==> config.mk <==
export PLATFORM = sky130hd
export DESIGN_NAME = mbox_regs
export DESIGN_NICKNAME = d
export VERILOG_FILES = /design/src/rtl/mbox_pkg.sv /design/src/rtl/mbox_ctrl.sv /design/src/rtl/mbox_wordbuf.sv /design/src/rtl/mbox_regs.sv
export SDC_FILE = /design/constraint.sdc
export NUM_CORES = 1
export LEC_CHECK = 0
export BUFFER_PORTS_ARGS = -buffer_cell sky130_fd_sc_hd__buf_2
export CELL_PAD_IN_SITES_DETAIL_PLACEMENT = 0
export CELL_PAD_IN_SITES_GLOBAL_PLACEMENT = 2
export CORE_MARGIN = 2
export CORE_UTILIZATION = 34
export CTS_BUF_LIST = sky130_fd_sc_hd__clkbuf_4 sky130_fd_sc_hd__clkbuf_8
export DETAILED_ROUTE_END_ITERATION = 10
export PLACE_DENSITY_LB_ADDON = 0.15
export SETUP_SLACK_MARGIN = 0.02
export SYNTH_ARGS = -nofsm -noshare
export SYNTH_HDL_FRONTEND = slang
export SYNTH_SLANG_ARGS = --single-unit
==> constraint.sdc <==
create_clock -name clk -period 4.7 [get_ports clk]
set_input_delay 0.235 -clock clk [delete_from_list [all_inputs] [get_ports clk]]
set_output_delay 0.235 -clock clk [all_outputs]
set_load 0.02 [all_outputs]
==> src/rtl/mbox_pkg.sv <==
package mbox_pkg;

    typedef enum logic [0:0] {
        ST_IDLE = 1'b0,
        ST_BUSY = 1'b1
    } mbox_state_e;

    // byte offsets of the host-visible registers
    localparam int OFS_CMD  = 'h00;
    localparam int OFS_STS  = 'h04;
    localparam int OFS_SRC  = 'h08;
    localparam int OFS_DST  = 'h0C;
    localparam int OFS_IN   = 'h80;
    localparam int OFS_RESP = 'h90;

    // field positions
    localparam int CMD_IRQ_BIT  = 8;
    localparam int STS_BUSY_BIT = 0;
    localparam int STS_ERR_BIT  = 1;
    localparam int STS_IRQ_BIT  = 2;
    localparam int STS_CODE_LSB = 16;
    localparam int CODE_W       = 8;

endpackage

==> src/rtl/mbox_ctrl.sv <==
module mbox_ctrl
    import mbox_pkg::*;
(
    input  logic clk,
    input  logic rst,
    input  logic cmd_wr,
    input  logic svc_done,
    output logic busy,
    output logic accept,
    output logic finish
);

    mbox_state_e state_q;
    mbox_state_e state_d;

    always_ff @(posedge clk) begin
        if (rst) state_q <= ST_IDLE;
        else     state_q <= state_d;
    end

    always_comb begin
        state_d = state_q;
        unique case (state_q)
            ST_IDLE: if (cmd_wr)   state_d = ST_BUSY;  // CMD_ACCEPT
            ST_BUSY: if (svc_done) state_d = ST_IDLE;  // COMPLETE
            default: state_d = ST_IDLE;
        endcase
    end

    always_comb begin
        accept = 1'b0;
        finish = 1'b0;
        busy   = 1'b0;
        unique case (state_q)
            ST_IDLE: accept = cmd_wr;
            ST_BUSY: begin
                busy   = 1'b1;
                finish = svc_done;
            end
            default: ;
        endcase
    end

endmodule

==> src/rtl/mbox_wordbuf.sv <==
module mbox_wordbuf #(
    parameter int NWORDS = 4,
    parameter int DATA_W = 32,
    localparam int IDX_W = (NWORDS > 1) ? $clog2(NWORDS) : 1
) (
    input  logic                     clk,
    input  logic                     rst,
    input  logic                     wr_en,
    input  logic [IDX_W-1:0]         wr_idx,
    input  logic [DATA_W-1:0]        wr_data,
    input  logic                     ld_en,
    input  logic [NWORDS*DATA_W-1:0] ld_data,
    output logic [NWORDS*DATA_W-1:0] q
);

    // a parallel load wins over a single-word write
    for (genvar i = 0; i < NWORDS; i++) begin : g_word
        always_ff @(posedge clk) begin
            if (rst)
                q[i*DATA_W +: DATA_W] <= '0;
            else if (ld_en)
                q[i*DATA_W +: DATA_W] <= ld_data[i*DATA_W +: DATA_W];
            else if (wr_en && (wr_idx == IDX_W'(i)))
                q[i*DATA_W +: DATA_W] <= wr_data;
        end
    end

endmodule

==> src/rtl/mbox_regs.sv <==
module mbox_regs
    import mbox_pkg::*;
#(
    parameter int ADDR_W = 8,
    parameter int DATA_W = 32,
    parameter int NWORDS = 4
) (
    input  logic                     clk,
    input  logic                     rst,
    input  logic                     bus_wr,
    input  logic [ADDR_W-1:0]        bus_addr,
    input  logic [DATA_W-1:0]        bus_wdata,
    output logic [DATA_W-1:0]        bus_rdata,
    output logic                     svc_req,
    output logic [DATA_W-1:0]        svc_cmd,
    output logic [DATA_W-1:0]        svc_src,
    output logic [DATA_W-1:0]        svc_dst,
    output logic [NWORDS*DATA_W-1:0] svc_in_data,
    input  logic                     svc_done,
    input  logic                     svc_err,
    input  logic [CODE_W-1:0]        svc_code,
    input  logic [NWORDS*DATA_W-1:0] svc_resp,
    output logic                     host_irq
);

    localparam int IDX_W = (NWORDS > 1) ? $clog2(NWORDS) : 1;
    localparam int RGN_LSB = IDX_W + 2;
    localparam logic [ADDR_W-1:0] A_CMD  = ADDR_W'(OFS_CMD);
    localparam logic [ADDR_W-1:0] A_STS  = ADDR_W'(OFS_STS);
    localparam logic [ADDR_W-1:0] A_SRC  = ADDR_W'(OFS_SRC);
    localparam logic [ADDR_W-1:0] A_DST  = ADDR_W'(OFS_DST);
    localparam logic [ADDR_W-1:0] A_IN   = ADDR_W'(OFS_IN);
    localparam logic [ADDR_W-1:0] A_RESP = ADDR_W'(OFS_RESP);

    logic              busy, accept, finish;
    logic [DATA_W-1:0] cmd_q, src_q, dst_q, status_w;
    logic              err_q, irq_q;
    logic [CODE_W-1:0] code_q;
    logic [NWORDS*DATA_W-1:0] in_q, resp_q;
    logic              hit_in, hit_resp;
    logic [IDX_W-1:0]  word_idx;

    assign hit_in   = (bus_addr[ADDR_W-1:RGN_LSB] == A_IN[ADDR_W-1:RGN_LSB])
                      && (bus_addr[1:0] == 2'b00);
    assign hit_resp = (bus_addr[ADDR_W-1:RGN_LSB] == A_RESP[ADDR_W-1:RGN_LSB])
                      && (bus_addr[1:0] == 2'b00);
    assign word_idx = bus_addr[RGN_LSB-1:2];

    mbox_ctrl u_ctrl (
        .clk      (clk),
        .rst      (rst),
        .cmd_wr   (bus_wr && (bus_addr == A_CMD)),
        .svc_done (svc_done),
        .busy     (busy),
        .accept   (accept),
        .finish   (finish)
    );

    mbox_wordbuf #(.NWORDS(NWORDS), .DATA_W(DATA_W)) u_inbuf (
        .clk     (clk),
        .rst     (rst),
        .wr_en   (bus_wr && hit_in),
        .wr_idx  (word_idx),
        .wr_data (bus_wdata),
        .ld_en   (1'b0),
        .ld_data ('0),
        .q       (in_q)
    );

    mbox_wordbuf #(.NWORDS(NWORDS), .DATA_W(DATA_W)) u_respbuf (
        .clk     (clk),
        .rst     (rst),
        .wr_en   (1'b0),
        .wr_idx  ('0),
        .wr_data ('0),
        .ld_en   (finish),
        .ld_data (svc_resp),
        .q       (resp_q)
    );

    always_ff @(posedge clk) begin
        if (rst) begin
            cmd_q  <= '0;
            src_q  <= '0;
            dst_q  <= '0;
            err_q  <= 1'b0;
            code_q <= '0;
            irq_q  <= 1'b0;
        end else begin
            if (accept) begin
                cmd_q  <= bus_wdata;
                err_q  <= 1'b0;
                code_q <= '0;
            end
            if (finish) begin
                err_q  <= svc_err;
                code_q <= svc_code;
            end
            if (finish && cmd_q[CMD_IRQ_BIT])
                irq_q <= 1'b1;
            else if (bus_wr && (bus_addr == A_STS) && bus_wdata[STS_IRQ_BIT])
                irq_q <= 1'b0;
            if (bus_wr && (bus_addr == A_SRC)) src_q <= bus_wdata;
            if (bus_wr && (bus_addr == A_DST)) dst_q <= bus_wdata;
        end
    end

    always_comb begin
        status_w = '0;
        status_w[STS_BUSY_BIT] = busy;
        status_w[STS_ERR_BIT]  = err_q;
        status_w[STS_IRQ_BIT]  = irq_q;
        status_w[STS_CODE_LSB +: CODE_W] = code_q;
    end

    always_comb begin
        bus_rdata = '0;
        if (bus_addr == A_CMD)      bus_rdata = cmd_q;
        else if (bus_addr == A_STS) bus_rdata = status_w;
        else if (bus_addr == A_SRC) bus_rdata = src_q;
        else if (bus_addr == A_DST) bus_rdata = dst_q;
        else if (hit_in)            bus_rdata = in_q[word_idx*DATA_W +: DATA_W];
        else if (hit_resp)          bus_rdata = resp_q[word_idx*DATA_W +: DATA_W];
    end

    assign svc_req     = busy;
    assign svc_cmd     = cmd_q;
    assign svc_src     = src_q;
    assign svc_dst     = dst_q;
    assign svc_in_data = in_q;
    assign host_irq    = irq_q;

endmodule

==> results of run 1 <==
per-layer routing:
layer | share of wire [%] | vias to the layer above
met5 | 0 | -
met4 | 2.8 | 0
met3 | 8.0 | 111
met2 | 45 | 581
met1 | 44 | 7662
li1 | - | 7405
power groups by stage:
stage               combinational [µW]  clock (µW)  sequential [µW]
detailed placement                 325           0             3150
CTS                                436        3210             3080
floorplan                          146           0             3150
global route                       467        3350             3080
global placement                   325           0             3150
finish                             438        3130             3080
path summary, 6_finish.rpt:
path | from | endpoint | slack [ns] | cells after the start
min | rst | u_inbuf.q[78]$_SDFFE_PP0P_ | 0.16 | 2
max | bus_addr[2] | bus_rdata[5] | 1.69 | 7
min reg2reg | u_respbuf.q[98]$_SDFFE_PP0P_ | u_respbuf.q[98]$_SDFFE_PP0P_ | 0.45 | 2
max reg2reg | u_ctrl.state_q$_SDFF_PP0_ | u_respbuf.q[29]$_SDFFE_PP0P_ | 2.29 | 4
stage by stage:
step / cell area [µm²] / utilization, % / power [µW] / instances
2_1_floorplan: 15700 / - / 3300 / 1839
3_3_place_gp: 18200 / 40.1 / 3480 / 2738
3_5_place_dp: 18200 / 40.1 / 3480 / 2738
4_1_cts: 21300 / 46.8 / 6730 / 3021
5_1_grt: 21300 / 46.9 / 6900 / 3022
6_report: 21300 / 46.9 / 6650 / 3022
flip-flops by register name, indices dropped and copies added (netlist names):
name	cells
code_q	8
svc_src	32
host_irq	1
svc_dst	32
u_inbuf.q	128
u_ctrl.state_q	1
svc_cmd	32
err_q	1
u_respbuf.q	128
cells by family after synthesis:
logic type	after synthesis	share of synthesized area, %
AOI/OAI and AO/OA	437	15.3
buffers and inverters	161	4.29
DFF	363	46.4
muxes	151	15.7
and+or+nand+nor	727	18.3
area by class of cell:
cell class,instances,area [µm²]
tap,600,751
clock buffer,113,1370
timing repair buffer,629,4100
antenna,1,2.50
inverter,1,3.75
fill,4621,24200
multi-input combinational,1315,7820
sequential,363,7270
cell usage after synthesis:
library cell	count	share of area (%)
o21ai_0	54	1.7
a22oi_1	32	1.5
or2_2	1	0.040
mux2_2	11	0.79
nand3_1	45	1.4
nor3b_1	2	0.096
nand4_1	1	0.040
nor2_1	78	1.9
nor4b_1	1	0.056
and4_1	1	0.056
nand2_1	579	14
or3_1	4	0.16
dfxtp_1	363	46
nor3b_2	1	0.080
mux4_2	75	11
nand2b_1	1	0.040
mux2i_1	65	4.2
buf_1	10	0.24
a21o_1	21	1.0
buf_6	3	0.22
nor3_2	2	0.13
and2_1	1	0.040
nor2_2	1	0.040
buf_2	36	1.1
inv_1	1	0.024
a32oi_1	21	1.2
clkbuf_1	111	2.7
nand3b_1	1	0.048
and3_1	1	0.040
nor3_1	5	0.16
or4b_4	1	0.088
and3b_1	1	0.056
a21oi_1	309	9.9
==> summary.txt, run 1 <==
GRT
  – Global router's overall resource usage: between 20% and 30%
  – GR Util met1: approximately 36%
  – Number of antenna violations at the first check in global routing: 2
  – Most utilized layer in the global route result: met2
  – First-pass GRT wire length: between 90000 and 100000 µm
  – Grt ovf: 0
  – Global Route met2 Usage: roughly two fifths
  – Via count of the first global-routing pass: 14872
  – Met3 Usage GRT: approximately 6.9%
  – Largest net degree at the start of global routing: 132

Timing
  – PnR worst setup slack: around 1.7 ns
  – Period utilization: 64.0%
  – Max-Slew Margin vs Limit: between 20% and 30%
  – Pin slew with the least headroom to its limit: 1.11 ns
  – Max-slew violation total from the final report: 0
  – Post-route minimum period: between 3 and 4 ns
  – Accumulated negative setup slack: 0 ns
  – Final setup violating endpoints: 0
  – RSZ-0062 raised after global routing: false
  – Final hold violations: 0
  – F_max: between 0.3 and 0.4 GHz
  – Post-route clock skew: 0.0197 ns
  – Fin Hold WS: roughly 0.16 ns

Power and ir drop
  – LEAKAGE: around 0.009 µW
  – Cell-internal power: approximately 5100 µW
  – Pwr dens: roughly 310 mW/mm²
  – Net switching share of the total power: a little under a quarter
  – Peak VDD IR: about 0.00017 V
  – Net load switching power: 1550 µW
  – Clk network pwr share: 47.0%
  – Relative contribution of combinational cells to total power: under 10%
  – Seq pwr share: roughly 46%

Critical path
  – Critical path start-end classification: primary input to primary output
  – Slowest cell delay on critical path: around 0.76 ns
  – Critical path required time: approximately 4.5 ns
  – Crit path capture type: primary output
  – CP Cell Sequence: buf_6, inv_1, buf_4, nand2_1, o21ai_0, a32oi_1, buf_2
  – Slowest cell on crit path: nand2_1
  – Maximum fanout encountered on the critical timing path: 64
  – Worst Path Arrival: around 2.8 ns
  – Category of cells accounting for the largest share of critical-path delay: buffers and inverters
  – Kind of start point of the critical path: primary input
  – Buf+Inv Stages, Crit Path: 4

Floorplanning
  – Starting density of the core: 34.5%
  – Core Area: ~0.045 mm²
  – Top-Level Pins: around 440
  – Row cnt: 78
  – Total die area: about 0.048 mm²
  – Die X-Extent: about 220 µm
  – Die Ht: between 200 and 250 µm

Layout
  – Fraction of layout instances using a drive strength above 1: between 20% and 30%
  – Most frequent cells in the layout: nand2_1 (578), buf_2 (435), dfxtp_1 (363)
  – Post-layout net count: around 2600
  – Most common library cell in the layout ignoring fill and taps: nand2_1
  – Area Growth Syn to Fin: 35.9%

Clocking
  – CTS tree: yes
  – Latest clock arrival within the worst-skew pair: 0.60 ns
  – Number of post-CTS setup repair buffers: 0
  – Clock Tree Root: clkbuf_8
  – Cts-stage hold buffer count: between 150 and 200
  – Number of gates resized after cts: 0
  – Clock transition at the register clock pins on the worst setup and hold paths after CTS: around 0.050 ns
  – Maximum level of the CTS H-tree: 3
  – Clock sink count: roughly 360
  – Worst-case clock buffer depth: 3
  – Number of buffers created by CTS: between 60 and 70

Logic synthesis
  – Mapped Nets: 2020
  – Average size of a mapped cell: ~8.5 µm²
  – Number of distinct standard cells referenced by the synthesized netlist: 33
  – Cells after synthesis: around 1800
  – Sequential fraction of the synthesis area: 46.4%
  – #FFs+latches synth: ~360
  – Number of warnings reported in the yosys synthesis log: 0
  – Synthesized cell area: approximately 0.016 mm²

Routing
  – Routed wirelength normalized by instance count: roughly 22 µm
  – TritonRoute pass-1 iters: 5
  – Drt first-iter violations: 1335
  – DRC: 0
  – Total via count after detailed routing: 15759
  – Sum of routed wire length over all layers: approximately 66000 µm
  – Antenna Violating Nets Remaining: 0
  – Number of vias per cell after detailed routing: around 5.2

Placed design
  – Placer's final routability congestion estimate: ~0.87
  – Setup slack at placement: about 1.7 ns
  – Count of buffers from port buffering: approximately 440
  – HPWL reported at the end of detailed placement: 43300 µm

Min path
  – Worst min-delay path category: primary input to flip-flop

Run
  – Max-cap violations: 0

Status
  – Outcome: completed
No activity file was read; power rests on OpenSTA's default activity.
==> run 2, diff against run 1 <==
Settings changed: CORE_UTILIZATION 34 to 28.
Clock period 4.7 ns to 2.6 ns, I/O delays scaled along.
==> run 2 against run 1 <==
Via count is 0.76% higher. Hold slack better by 0.064 ns. Cell area is 4.6% higher. Register-to-register slack worse by 1.9 ns. Wire length up 5.7%. Global-route usage decreased by 3.2 points. Critical path depth unchanged. Count of clock-buffer cells in the layout unchanged. Worst setup slack worse by 1.4 ns. Critical path type unchanged. Largest cell class unchanged.
==> summary.txt, run 2 (synthesized netlist as in run 1, its figures left out) <==
Status
  – Outcome: completed

Routing
  – Routed wirelength normalized by instance count: between 20 and 25 µm
  – Total via count after detailed routing: about 16000
  – DRC: 0
  – Detailed-routing wirelength on met1: 31200 µm
  – Routed wl met2: about 33000 µm
  – Highest routed layer: met4
  – TritonRoute pass-1 iters: 5
  – Routed wl met3: between 4000 and 5000 µm
  – Antenna Violating Nets Remaining: 0
  – Drt first-iter violations: approximately 940
  – Sum of routed wire length over all layers: about 70000 µm
  – Number of vias per cell after detailed routing: around 4.9

Layout
  – Reg area: 0.00727 mm²
  – Most frequent cells in the layout: nand2_1 (578), buf_2 (435), dfxtp_1 (363)
  – Area Growth Syn to Fin: 42.2%
  – Count of filler cells inserted in the layout: ~5700
  – Registers with the most flip-flops: u_inbuf.q: 128 flops, u_respbuf.q: 128 flops
  – Most common library cell in the layout ignoring fill and taps: nand2_1
  – Post-layout net count: 2620
  – Combined area of the multi-input logic cells: about 0.0078 mm²
  – Fraction of layout instances using a drive strength above 1: between 20 and 30%
  – Final Util: 40.4%

Clocking
  – Maximum level of the CTS H-tree: 3
  – Number of buffers created by CTS: ~70
  – CTS tree: yes
  – Cts-stage hold buffer count: 190
  – Clock sink count: approximately 360
  – Number of post-CTS setup repair buffers: 0
  – Number of gates resized after cts: 0
  – Clock transition at the register clock pins on the worst setup and hold paths after CTS: ~0.05 ns
  – Latest clock arrival within the worst-skew pair: 0.63 ns
  – Worst-case clock buffer depth: 3
  – Clock Tree Root: clkbuf_8

Min path
  – Start point of the worst min-delay path: bus_addr[0]
  – Hold path cells: 6
  – Hold EP: u_inbuf.q[33]$_SDFFE_PP0P_
  – Worst min-delay path category: primary input to flip-flop

Critical path
  – Critical path required time: roughly 2.5 ns
  – Slowest cell delay on critical path: a little over 0.6 ns
  – Slowest cell on crit path: or4b_4
  – Kind of start point of the critical path: primary input
  – Destination of the worst register-to-register timing path: u_respbuf.q[49]$_SDFFE_PP0P_
  – Buf+Inv Stages, Crit Path: 3
  – CP Cell Sequence: buf_2, or4b_4, nor3b_4, buf_12, nand2_1, a32oi_1, buf_2
  – Maximum fanout encountered on the critical timing path: 32
  – Flop-to-flop setup slack: roughly 0.43 ns
  – Depth of the worst register-to-register path: 5
  – Crit path capture type: primary output
  – Category of cells accounting for the largest share of critical-path delay: simple AND/OR/NAND/NOR gates
  – Worst Path Arrival: around 2.2 ns
  – Reg2Reg Launch Point: u_ctrl.state_q$_SDFF_PP0_
  – CP most frequent cell: buf_2
  – Critical path start-end classification: primary input to primary output

Floorplanning
  – Core Area: approximately 0.055 mm²
  – Starting density of the core: about 28%
  – Row cnt: 86
  – Top-Level Pins: around 440
  – Die Ht: roughly 240 µm
  – Total die area: between 0.05 and 0.06 mm²
  – Die X-Extent: ~240 µm

Timing
  – Post-route clock skew: around 0.017 ns
  – Post-route minimum period: around 2.3 ns
  – RSZ-0062 raised after global routing: false
  – Max-slew violation total from the final report: 0
  – Max-Slew Margin vs Limit: 50.0%
  – Period utilization: ~90%
  – Pin slew with the least headroom to its limit: around 0.75 ns
  – Accumulated negative setup slack: 0 ns
  – F_max: around 0.44 GHz
  – Final hold violations: 0
  – Final setup violating endpoints: 0

GRT
  – Grt ovf: 0
  – Via count of the first global-routing pass: 15372
  – Largest net degree at the start of global routing: 83
  – Number of antenna violations at the first check in global routing: 4
  – Global router's overall resource usage: between 20% and 30%
  – First-pass GRT wire length: between 100000 and 150000 µm

Power and ir drop
  – Total power after layout: about 12000 µW
  – Peak VDD IR: roughly 0.00026 V
  – Pwr dens: roughly 560 mW/mm²
  – LEAKAGE: approximately 0.0093 µW

Placed design
  – HPWL reported at the end of detailed placement: 48800 µm
  – Placer's final routability congestion estimate: 0.831
  – Count of buffers from port buffering: 438

Run
  – Max-cap violations: 0
-- run 2: cell count changes in the layout (fill, tap and decap cells not counted), moves of 2 or more --
cell           before  now
clkbuf_8           83   89
dlygate4sd3_1     170  190
clkbuf_4           30   24
clkinv_2            0    4
diode_2             1    3
buf_12              2   16
clkinvlp_4          0    4
buf_4              19   42
-- run 2: layer usage --
layer / GRT usage [%] / vias to the layer above
met5: 0 / -
met4: 6.72 / 0
met3: 4.94 / 91
met2: 38.1 / 482
met1: 32.0 / 7764
li1: - / 7542
-- run 2: worst max-delay path by stage --
stage,slack [ns],from,cells past startpoint,end
after floorplan,0.74,bus_addr[6],5,bus_rdata[10]
after global placement,0.36,bus_addr[6],7,bus_rdata[31]
after detailed placement,0.35,bus_addr[6],7,bus_rdata[31]
after CTS,0.25,u_inbuf.q[101]$_SDFFE_PP0P_,4,bus_rdata[5]
after global routing,0.23,u_inbuf.q[101]$_SDFFE_PP0P_,4,bus_rdata[5]
final,0.32,bus_addr[6],7,bus_rdata[31]
-- run 2: area by class of cell --
| cell class | instances | area share [%] |
|---|---|---|
| repair buffers | 686 | 21.3 |
| inverters | 1 | 0.0168 |
| flip-flops and latches | 363 | 32.6 |
| well taps | 748 | 4.20 |
| clock inverters | 10 | 0.399 |
| diodes | 3 | 0.0337 |
| multi-input cells | 1315 | 35.1 |
| clock buffers | 113 | 6.31 |
-- run 2: metrics by stage --
stage,hold slack [ns],instances,cell area (µm²),worst slack (ns)
global route,0.231,3239,22300,0.233
global placement,0.378,2923,18900,0.362
finish,0.222,3239,22300,0.324
CTS,0.165,3236,22300,0.248
floorplan,0.266,1839,15700,0.742
detailed placement,0.380,2923,18900,0.349
-- run 2: worst register-to-register path: cells and delay by family, from the launching register on --
family / cells / cell delay [ns]
and+or+nand+nor: 2 / 0.56
buffers and inverters: 2 / 0.85
AOI/OAI and AO/OA: 1 / 0.14
DFF: 1 / 0.56
-- run 2: power breakdown --
group          internal, µW  total [µW]  switching (µW)  leakage, µW
Clock                  3510        6080            2560     0.000785
Combinational           395         841             446      0.00563
Sequential             5570        5580            4.76      0.00292
==> run 3, diff against run 2 <==
Settings changed: ABC_AREA set to 1, CORE_UTILIZATION 28 to 26.
==> run 3 against run 2 <==
Register-to-register slack better by 0.12 ns. Wire length is 10% higher. Largest power group unchanged. Sequential power hardly changed. Critical path depth is 1 higher. Count of clock-buffer cells in the layout decreased by 6. Fmax is 4.5% higher. Non-clock buffer count down 24. Global-route usage grew 0.46 points. Clock power is 3% lower. First-iteration DRC count up 15%. Final cell count is 17% higher. Critical endpoint is now code_q[2]$_SDFFE_PP0P_.
==> summary.txt, run 3 <==
Placed design
  – Placer's final routability congestion estimate: 0.903
  – Setup slack at placement: approximately 0.4 ns
  – HPWL reported at the end of detailed placement: 53900 µm
  – Count of buffers from port buffering: approximately 440

Clocking
  – Latest clock arrival within the worst-skew pair: 0.64 ns
  – Clock Tree Root: clkbuf_8
  – Clock sink count: approximately 360
  – Number of buffers created by CTS: 72
  – Worst-case clock buffer depth: 3
  – Number of gates resized after cts: 0
  – Maximum level of the CTS H-tree: 3
  – CTS tree: yes
  – Clock transition at the register clock pins on the worst setup and hold paths after CTS: 0.06 ns
  – Cts-stage hold buffer count: 181
  – Number of post-CTS setup repair buffers: 0

Power and ir drop
  – Peak VDD IR: about 0.00026 V
  – Pwr dens: 564 mW/mm²
  – Total power after layout: between 10000 and 15000 µW
  – LEAKAGE: about 0.010 µW

Routing
  – Antenna Violating Nets Remaining: 0
  – DRC: 0
  – Number of vias per cell after detailed routing: about 4.7
  – Total via count after detailed routing: approximately 18000
  – Sum of routed wire length over all layers: roughly 77000 µm
  – TritonRoute pass-1 iters: 5
  – Drt first-iter violations: approximately 1100
  – Routed wirelength normalized by instance count: about 20 µm

Timing
  – Post-route clock skew: between 0.015 and 0.02 ns
  – Max-Slew Margin vs Limit: between 30% and 40%
  – PnR worst setup slack: about 0.42 ns
  – Max-slew violation total from the final report: 0
  – Period utilization: a little over four fifths
  – Post-route minimum period: 2.18 ns
  – Final hold violations: 0
  – Accumulated negative setup slack: 0 ns
  – RSZ-0062 raised after global routing: false
  – F_max: approximately 0.46 GHz
  – Final setup violating endpoints: 0
  – Pin slew with the least headroom to its limit: 0.925 ns

Run
  – Max-cap violations: 0

Min path
  – Worst min-delay path category: primary input to flip-flop

Critical path
  – Destination of the worst register-to-register timing path: code_q[2]$_SDFFE_PP0P_
  – Flop-to-flop setup slack: approximately 0.55 ns
  – Kind of start point of the critical path: primary input
  – Worst Path Arrival: ~2.7 ns
  – End point of the critical path: code_q[2]$_SDFFE_PP0P_
  – Critical path required time: 3.11 ns
  – Maximum fanout encountered on the critical timing path: 40
  – Reg2Reg Launch Point: u_ctrl.state_q$_SDFF_PP0_
  – Crit path capture type: flip-flop
  – Launch point of the critical path: bus_wr
  – Depth of the worst register-to-register path: 6
  – Critical path start-end classification: primary input to flip-flop

Layout
  – Most common library cell in the layout ignoring fill and taps: nor2_1
  – Reg area: a little over 0.007 mm²
  – Area Growth Syn to Fin: 38.4%
  – Combined area of the multi-input logic cells: between 0.007 and 0.008 mm²
  – Fraction of layout instances using a drive strength above 1: 21.1%
  – Post-layout net count: between 3000 and 4000
  – Count of filler cells inserted in the layout: roughly 6600
  – Registers with the most flip-flops: u_inbuf.q: 128 flops, u_respbuf.q: 128 flops
  – Most frequent cells in the layout: nor2_1 (657), nand2_1 (621), buf_2 (437)

Logic synthesis
  – Number of synthesized flops with an enable pin: 0
  – Mapped Nets: 2571
  – Sequential fraction of the synthesis area: between 40% and 50%
  – #FFs+latches synth: around 360
  – Most frequent cell after synthesis: nor2_1
  – Proportion of register bits with asynchronous set or reset after synthesis: 0%
  – Top cells by area, synth: dfxtp_1 (46%), nor2_1 (16%), nand2_1 (15%), o21ai_0 (6.8%), a21oi_1 (3.4%)
  – Synthesized cell area: 0.0159 mm²
  – Number of distinct standard cells referenced by the synthesized netlist: 25
  – Number of warnings reported in the yosys synthesis log: 0
  – Area share of the largest cell type after synthesis: between 40 and 50%
  – Dominant cell type by area after synthesis: dfxtp_1
  – Average size of a mapped cell: 6.64 µm²
  – Most used flip-flop cell after synthesis: dfxtp_1
  – Top post-synthesis cells by count: nor2_1 (660), nand2_1 (622), dfxtp_1 (363), o21ai_0 (216), a21oi_1 (107)
  – Cells after synthesis: ~2400

GRT
  – Number of antenna violations at the first check in global routing: 1
  – Via count of the first global-routing pass: between 15000 and 20000
  – Met3 Usage GRT: 5.47%
  – Grt ovf: 0
  – Most utilized layer in the global route result: met2
  – Largest net degree at the start of global routing: approximately 130
  – First-pass GRT wire length: about 110000 µm
  – Global Route met2 Usage: 42.3%
  – Global router's overall resource usage: approximately 24%
  – GR Util met1: about 28%

Status
  – Outcome: completed

Floorplanning
  – Top-Level Pins: around 440
  – Starting density of the core: between 20% and 30%
  – Total die area: approximately 0.063 mm²
  – Core Area: 0.0604 mm²
  – Die X-Extent: about 250 µm
  – Die Ht: around 250 µm
  – Row cnt: 90
==> run 3: cell types whose count changed in the layout (fill, tap and decap cells not counted), moves of 32 or more <==
cell / before / now
nor2_1: 77 / 657
mux2i_1: 65 / 0
nand4_1: 1 / 64
a21oi_1: 309 / 107
nand2_1: 578 / 621
o21ai_0: 54 / 216
a22oi_1: 32 / 0
mux4_2: 75 / 0
o21ai_1: 0 / 42
==> run 3: worst max-delay path, stage by stage <==
cell and delay, ns:
dlygate4sd3_1 0.52, buf_2 0.42, buf_4 0.37, nand3_2 0.11
buf_4 0.30, nand3_1 0.14, a21oi_1 0.07, dlygate4sd3_1 0.59
==> run 3: how the worst min path moves through the flow <==
stage / startpoint / end / slack, ns / cells past startpoint
6_report: svc_done / u_ctrl.state_q$_SDFF_PP0_ / 0.12 / 4
5_1_grt: svc_done / u_ctrl.state_q$_SDFF_PP0_ / 0.10 / 4
4_1_cts: svc_done / u_ctrl.state_q$_SDFF_PP0_ / 0.05 / 4
3_5_place_dp: rst / svc_dst[12]$_SDFFE_PP0P_ / 0.38 / 2
3_3_place_gp: rst / svc_dst[12]$_SDFFE_PP0P_ / 0.37 / 2
2_1_floorplan: bus_wdata[27] / u_inbuf.q[91]$_SDFFE_PP0P_ / 0.26 / 2
==> run 3: logic make-up (layout without fill, tap and decap cells) <==
| family | count (synthesis) | in the layout | synth area share [%] |
|---|---|---|---|
| DFF | 363 | 363 | 45.8 |
| and+or+nand+nor | 1436 | 1436 | 36.2 |
| AOI/OAI and AO/OA | 385 | 385 | 12.4 |
| other | 0 | 1 | 0 |
| buffers and inverters | 206 | 807 | 5.59 |
==> run 3: final cells by class <==
class                           instances  share of cell area [%]
Antenna cell                            1                  0.0114
Clock buffer                          107                    6.13
Clock inverter                          6                   0.273
Inverter                               32                   0.581
Multi-Input combinational cell       1821                    35.3
Sequential cell                       363                    33.1
Tap cell                              782                    4.45
Timing Repair Buffer                  662                    20.2
==> run 3: report_power, final <==
group | internal [µW] | switching (µW)
Combinational | 364 | 519
Clock | 3360 | 2560
Sequential | 5580 | 7.78
Total | 9300 | 3090
==> run 3: per-stage QoR <==
| step | utilization (%) | cell area (µm²) | cells | hold WS, ns |
|---|---|---|---|---|
| detailed placement | 31.1 | 18800 | 3479 | 0.383 |
| floorplan | - | 15900 | 2390 | 0.265 |
| global route | 36.4 | 22000 | 3773 | 0.105 |
| global placement | 31.1 | 18800 | 3479 | 0.373 |
| finish | 36.4 | 22000 | 3774 | 0.115 |
| CTS | 36.4 | 22000 | 3773 | 0.0504 |
==> run 3: per-layer routing <==
layer / share of wire, % / vias up
li1: - / 8767
met1: 41 / 8378
met2: 49 / 561
met3: 6.0 / 157
met4: 3.8 / 2
met5: 0.017 / -
